===== src/rtl/dws_pkg.sv =====
package dws_pkg;

    localparam int XLEN          = 64;
    localparam int HALF          = XLEN / 2;
    localparam int AMT_W         = $clog2(XLEN);
    localparam int IMM_W         = 12;
    localparam int IMM_ARITH_BIT = 10;

    typedef enum logic [1:0] {
        SK_LEFT = 2'b00,
        SK_RLOG = 2'b01,
        SK_BAD  = 2'b10,
        SK_RARI = 2'b11
    } shift_kind_e;

    typedef struct packed {
        logic             left;
        logic             arith;
        logic             word;
        logic [AMT_W-1:0] amt;
        logic             rsvd;
    } shift_ctl_t;

    function automatic logic [XLEN-1:0] sext_half(input logic [HALF-1:0] v);
        return {{(XLEN-HALF){v[HALF-1]}}, v};
    endfunction

endpackage


===== src/rtl/dws_ctl.sv =====
module dws_ctl
    import dws_pkg::*;
(
    input  logic [XLEN-1:0]  reg_amt,
    input  logic [IMM_W-1:0] imm,
    input  logic [1:0]       kind,
    input  logic             word_mode,
    input  logic             use_imm,
    output shift_ctl_t       ctl
);
    shift_kind_e      k;
    logic [AMT_W-1:0] raw;

    always_comb begin
        k   = shift_kind_e'(kind);
        raw = use_imm ? imm[AMT_W-1:0] : reg_amt[AMT_W-1:0];

        ctl.word = word_mode;
        ctl.left = (k == SK_LEFT);
        if (use_imm)
            ctl.arith = (k == SK_RLOG || k == SK_RARI) && imm[IMM_ARITH_BIT];
        else
            ctl.arith = (k == SK_RARI);

        // word shifts use one bit less of amount
        ctl.amt  = word_mode ? {1'b0, raw[AMT_W-2:0]} : raw;
        ctl.rsvd = (k == SK_BAD) || (use_imm && word_mode && imm[AMT_W-1]);
    end
endmodule


===== src/rtl/dws_word_adapt.sv =====
module dws_word_adapt
    import dws_pkg::*;
#(
    parameter int DW = XLEN,
    parameter int HW = DW / 2
) (
    input  logic          word,
    input  logic          left,
    input  logic          arith,
    input  logic [DW-1:0] operand,
    input  logic [DW-1:0] shifted,
    output logic [DW-1:0] prepared,
    output logic          fill,
    output logic [DW-1:0] finished
);
    always_comb begin
        if (word) begin
            fill     = arith && !left && operand[HW-1];
            prepared = {{(DW-HW){fill}}, operand[HW-1:0]};
            finished = {{(DW-HW){shifted[HW-1]}}, shifted[HW-1:0]};
        end else begin
            fill     = arith && !left && operand[DW-1];
            prepared = operand;
            finished = shifted;
        end
    end
endmodule


===== src/rtl/dws_barrel.sv =====
module dws_barrel #(
    parameter int DW = 64,
    parameter int SW = $clog2(DW)
) (
    input  logic [DW-1:0] data,
    input  logic [SW-1:0] amt,
    input  logic          left,
    input  logic          fill,
    output logic [DW-1:0] res
);
    logic [DW-1:0] rev_in;
    logic [DW-1:0] rev_out;
    logic [DW-1:0] stg [0:SW];
    logic          fill_eff;

    assign fill_eff = left ? 1'b0 : fill;

    for (genvar j = 0; j < DW; j++) begin : g_rev
        assign rev_in[j]  = data[DW-1-j];
        assign rev_out[j] = stg[SW][DW-1-j];
    end

    assign stg[0] = left ? rev_in : data;

    for (genvar i = 0; i < SW; i++) begin : g_stage
        localparam int STEP = 1 << i;
        assign stg[i+1] = amt[i] ? {{STEP{fill_eff}}, stg[i][DW-1:STEP]} : stg[i];
    end

    assign res = left ? rev_out : stg[SW];
endmodule


===== src/rtl/dual_width_shifter.sv =====
module dual_width_shifter
    import dws_pkg::*;
(
    input  logic             clk,
    input  logic             rst,
    input  logic [63:0]      operand,
    input  logic [63:0]      reg_amt,
    input  logic [11:0]      imm,
    input  logic [1:0]       kind,
    input  logic             word_mode,
    input  logic             use_imm,
    output logic [63:0]      result,
    output logic             rsvd
);
    shift_ctl_t    ctl;
    logic [63:0]   prepared;
    logic [63:0]   shifted;
    logic [63:0]   finished;
    logic          fill;

    dws_ctl u_ctl (
        .reg_amt  (reg_amt),
        .imm      (imm),
        .kind     (kind),
        .word_mode(word_mode),
        .use_imm  (use_imm),
        .ctl      (ctl)
    );

    dws_word_adapt #(.DW(XLEN)) u_adapt (
        .word    (ctl.word),
        .left    (ctl.left),
        .arith   (ctl.arith),
        .operand (operand),
        .shifted (shifted),
        .prepared(prepared),
        .fill    (fill),
        .finished(finished)
    );

    dws_barrel #(.DW(XLEN)) u_barrel (
        .data(prepared),
        .amt (ctl.amt),
        .left(ctl.left),
        .fill(fill),
        .res (shifted)
    );

    always_ff @(posedge clk) begin
        if (rst) begin
            result <= '0;
            rsvd   <= 1'b0;
        end else begin
            result <= ctl.rsvd ? '0 : finished;
            rsvd   <= ctl.rsvd;
        end
    end
endmodule


===== config.mk =====
export PLATFORM = sky130hd
export DESIGN_NAME = dual_width_shifter
export DESIGN_NICKNAME = d
export VERILOG_FILES = /design/src/rtl/dws_pkg.sv /design/src/rtl/dws_ctl.sv /design/src/rtl/dws_word_adapt.sv /design/src/rtl/dws_barrel.sv /design/src/rtl/dual_width_shifter.sv
export SDC_FILE = /design/constraint.sdc
export NUM_CORES = 1
export LEC_CHECK = 0
export ABC_CLOCK_PERIOD_IN_PS = 4200
export BUFFER_PORTS_ARGS = -buffer_cell sky130_fd_sc_hd__buf_2
export CAP_MARGIN = 25
export CORE_MARGIN = 5
export CORE_UTILIZATION = 35
export CTS_CLUSTER_DIAMETER = 80
export DETAILED_ROUTE_END_ITERATION = 12
export PLACE_DENSITY_LB_ADDON = 0.08
export SYNTH_ARGS = -nofsm -noshare
export SYNTH_HDL_FRONTEND = slang
export SYNTH_SLANG_ARGS = --single-unit

===== constraint.sdc =====
create_clock -name clk -period 4.2 [get_ports clk]
set_input_delay 0.42 -clock clk [delete_from_list [all_inputs] [get_ports clk]]
set_output_delay 0.42 -clock clk [all_outputs]
set_load 0.1 [all_outputs]

After elaboration in Yosys (flattened, before gate mapping)

Cells that the tools add are included.

Eq/ne operators: 3
Mux-type cells: 15
Reductions and logical operators: 11

Operator list:

| kind                                                            | number |
|---|---|
| 64-bit two-way mux                                              | 10 |
| 6-bit two-way mux                                               | 2 |
| 1-bit logical AND                                               | 6 |
| 2-bit == test, second input constant                            | 2 |
| 1-bit two-way mux                                               | 3 |
| 2-bit by 1-bit == test with 1-bit output, second input constant | 1 |
| 2-bit logical NOT                                               | 1 |
| 1-bit logical OR                                                | 2 |
| 2-bit OR reduction                                              | 1 |
| 1-bit logical NOT                                               | 1 |

Bits in registers: 65
Input port bits: 146
Output and inout port bits: 65
Word-level logic and storage cells: 31

Depth between registers and ports, before layout

Depth after elaboration: 16
Depth in mapped cells: 14
Depth with buffers taken out: 9

Modules after synthesis

Synthesis repeated with hierarchy kept, for this count alone.

Cell total of the unflattened synthesis: 1220
Area, all modules: 10626.4 sq um

By module, submodules not included:

| module             | instances | cells an instance | area an instance (sq um) | sequential area each (sq um) |
|---|---|---|---|---|
| dws_barrel         | 1         | 852               | 7013.0                   | 0.0 |
| dual_width_shifter | 1         | 144               | 2179.6                   | 1301.2 |
| dws_word_adapt     | 1         | 209               | 1292.5                   | 0.0 |
| dws_ctl            | 1         | 15                | 141.4                    | 0.0 |

Worst setup path before layout

No wires, ideal clock.

Path kind: input to register
Start: in use_imm
End: reg result[32]
Data arrival time: 2922 ps
Data required time: 4132 ps
Slack: 1210 ps
Cell stages on the path: 12
Path through: buf_6 > buf_8 > mux2i_1 > buf_2 > xnor2_1 > a21oi_1 > a21o_1 > a221o_1 > a222oi_1 > o2111ai_2 > buf_6 > o21ai_2

Word-level cells in the longest chain between the ends: 13
Elaborated cells between the ends (all ways): 22
Those cells by class: mux: 15; reduce/logical: 7

RTL lines:

| what                                                    | RTL line                                   | text |
|---|---|---|
| start, declared                                         | dual_width_shifter.sv:11                   | `input logic use_imm,` |
| 1-bit two-way mux                                       | dws_ctl.sv:20                              | `if (use_imm)` |
| 1-bit logical AND                                       | dws_word_adapt.sv:18, dws_word_adapt.sv:22 |  |
| 1-bit logical AND (on tied branches)                    | dws_word_adapt.sv:18, dws_word_adapt.sv:22 |  |
| 64-bit two-way mux or 1-bit two-way mux (tied branches) | dws_word_adapt.sv:17                       | `if (word) begin` |
| 64-bit two-way mux or 1-bit two-way mux (tied branches) | dws_barrel.sv:23, dws_barrel.sv:16         |  |
| 64-bit two-way mux (6 in a row)                         | dws_barrel.sv:27                           | `assign stg[i+1] = amt[i] ? {{STEP{fill_eff}}, stg[i][DW-1:STEP]} : stg[i];` |
| 64-bit two-way mux                                      | dws_barrel.sv:30                           | `assign res = left ? rev_out : stg[SW];` |
| 64-bit two-way mux                                      | dws_word_adapt.sv:17                       |  |
| end signal, assigned                                    | dual_width_shifter.sv:54                   | `result <= ctl.rsvd ? '0 : finished;` |
| end, declared                                           | dual_width_shifter.sv:12                   | `output logic [63:0] result,` |

Parallel ways exist; a longest one is shown, timed or not.
A chain may end at the register's enable or synchronous reset.

Worst setup path after layout

Start: in use_imm
End: reg result[8]

Same word-level chain as after synthesis.

==> qor.yml <==
vias: 11100
relSlewSlack_pct: 33.3
async_reset_ff_share_pct: 0
finalCriticalPeriod_ns: 3.85
syn_avg_cell_area_sq_um: 7.53
path_max_fanout: 25
fin_area_sq_um: 10800
worstPathCellList: "buf_2, mux2_4, buf_4, mux2i_1, a32oi_1, mux2i_1, mux2i_1, o21ai_0, buf_4, a21o_1, a211oi_1, buf_4, or2_2"
postRouteWirelength_um: 46000
place_area_sq_um: 10400
finalSetupTns_ns: 0
cts.htree.levels: 3
setup_viol: 0
cts-root-buf: "clkbuf_16"
rows: 58
ys.flop_type: "dfxtp_1"
grt-ovfl-total: 0
cts_max_path_buffers: 2
vias_per_cell: 6.61
clkSinkCount: 65
cts_tree: "yes"
grt_pass1_vias: 10400
busiest_layer: "met2"
multi_input_area_sq_um: 7130
grt_pass1_wl_um: 67600
chipWidth_um: 170
start_util_pct: 35.6
track_usage_pct: 30.5
cts_buffers: 9
ys_types: 86
grt_use_met3_pct: 8.15
place_congestion: 1.02
wl_per_cell_um: 27.5
antenna_found_initial: 0
ir_drop_v: 0.000231
fillers: 2706
drv_cap: 0
synth_top_area_cell: "dfxtp_1"
n_antenna_cell: 0
end_kind: "flip-flop"
worstMarginPinSlew_ns: 1.00
cts_setup_buffers: 0
netlist.area_leader.share_pct: 14.5
use_met2_pct: 46.5
status: "finished clean"
die_h_um: 170
register_area_sq_um: 1300
core_sq_um: 25300
final_antenna_net_count: 0
hpwl_um: 36400
ys_seq_area_share_pct: 14.5
fmax_mhz: 259
grt_max_degree: 55
drive_gt1_share_pct: 28.2
rsz0062_at_grt: "false"
synth_edf_count: 0
powerDensity_nw_per_um2: 355
grt_use_met1_pct: 42.4
hold_path_class: "in2reg"
clk_pin_slew_ns: 0.05
remaining_drc_errors: 0
power.leakage_nw: 4.51
critPathRequiredTime_ns: 4.49
drtPass1Iterations: 9
synth.area.top_cells: "dfxtp_1 14%, mux2i_1 11%, nand2_1 6.5%, mux2_2 5.5%, o21ai_0 4.6%"
syn_nets: 1339
synth_cells: 1193
drt_iter0_markers: 1397
arrival_ns: 4.14
hold_buffers: 0
nets: 1484
maxSlewViolCount: 0
timing.final.crit_share_pct: 91.8
cts_resized: 0
netlist_area_sq_um: 8980
area_growth_pct: 19.7
ys_ff_latch: 65
yosys_warnings: 0
crit_path_top_delay_cell: "a211oi_1"
dieArea_sq_um: 29000
final_hold_viol_count: 0
final_cell_mix: "155 x nand2_1, 147 x buf_2, 97 x mux2i_1, 95 x buf_4, 93 x nor2_1"
layout_commonest_cell: "nand2_1"
pin_count: 211
critPathKind: "in2reg"
cpPeakStageDelay_ns: 0.73
crit_path_start_kind: "input port"
port_buffers: 147
state kept, by name (all words and copies together), names as in the netlist:
register	cells
result	64
rsvd	1
synthesized netlist by cell type, types with 9 or more instances:
cell type  instances
o21ai_0           82
a2bb2oi_1          9
mux2_2            44
a221o_1           17
nand3_1           22
o221ai_1          19
a31oi_1           14
a21o_1            11
a22oi_1           27
dfxtp_1           65
nand2_1          155
a32oi_1           13
a21oi_1           55
o21ai_2           12
buf_4             13
a211oi_1          22
nor2_1            95
a221oi_1          10
nand2b_1          10
clkbuf_1          53
buf_2             32
o22ai_1           29
nor3_1            35
mux4_2            15
o22a_1            16
o211ai_1          22
nor2b_1           29
mux2i_1          100
path summary, 6_finish.rpt:
| path | from | to | slack, ns | cells after the start |
|---|---|---|---|---|
| min | rst | rsvd | 0.29 | 2 |
| max | use_imm | result[8] | 0.35 | 13 |
logic make-up after synthesis:
group	after synthesis	synth area share, %
compound gates	455	37.3
simple gates	389	19.7
mux	166	21.6
buf+inv	117	6.85
flops	65	14.5
xor+xnor	1	0.0975
metal layers:
layer  vias up  routed length (um)  part of all wire [%]
li1       4940                   -                     -
met1      5381               19700                    43
met2       656               20000                    44
met3        83                4920                    11
met4         0                1360                   3.0
met5         -                   0                     0
metrics by stage:
step / hold slack, ns / setup WS, ns / total power, mW / cells / util [%]
finish: 0.288 / 0.346 / 3.82 / 1673 / 42.6
global route: 0.297 / 0.170 / 3.96 / 1673 / 42.6
CTS: 0.276 / 0.567 / 3.77 / 1673 / 42.6
detailed placement: 0.636 / 0.233 / 2.99 / 1657 / 41.3
global placement: 0.632 / 0.207 / 3.00 / 1657 / 41.3
floorplan: 0.492 / 1.21 / 2.28 / 1193 / -
critical path: cells and delay by family:
kind	cells	cell delay [ns]
AO/OA/AOI/OAI	4	1.61
buffers and inverters	4	0.82
multiplexers	4	1.17
AND/OR/NAND/NOR	1	0.10
power breakdown:
| group | total [mW] | switching, mW | internal (mW) |
|---|---|---|---|
| combinational | 2.35 | 1.66 | 0.695 |
| clock | 0.769 | 0.263 | 0.506 |
| sequential | 0.696 | 0.0135 | 0.682 |
| total | 3.82 | 1.94 | 1.88 |
final cells by class:
type / count / area share [%]
clock buffers: 12 / 2.48
flip-flops and latches: 65 / 12.1
multi-input cells: 1011 / 66.3
repair buffers: 249 / 14.8
clock inverters: 4 / 0.465
well taps: 330 / 3.84
inverters: 2 / 0.0698
Note: power is estimated with default switching activity, not from simulation.
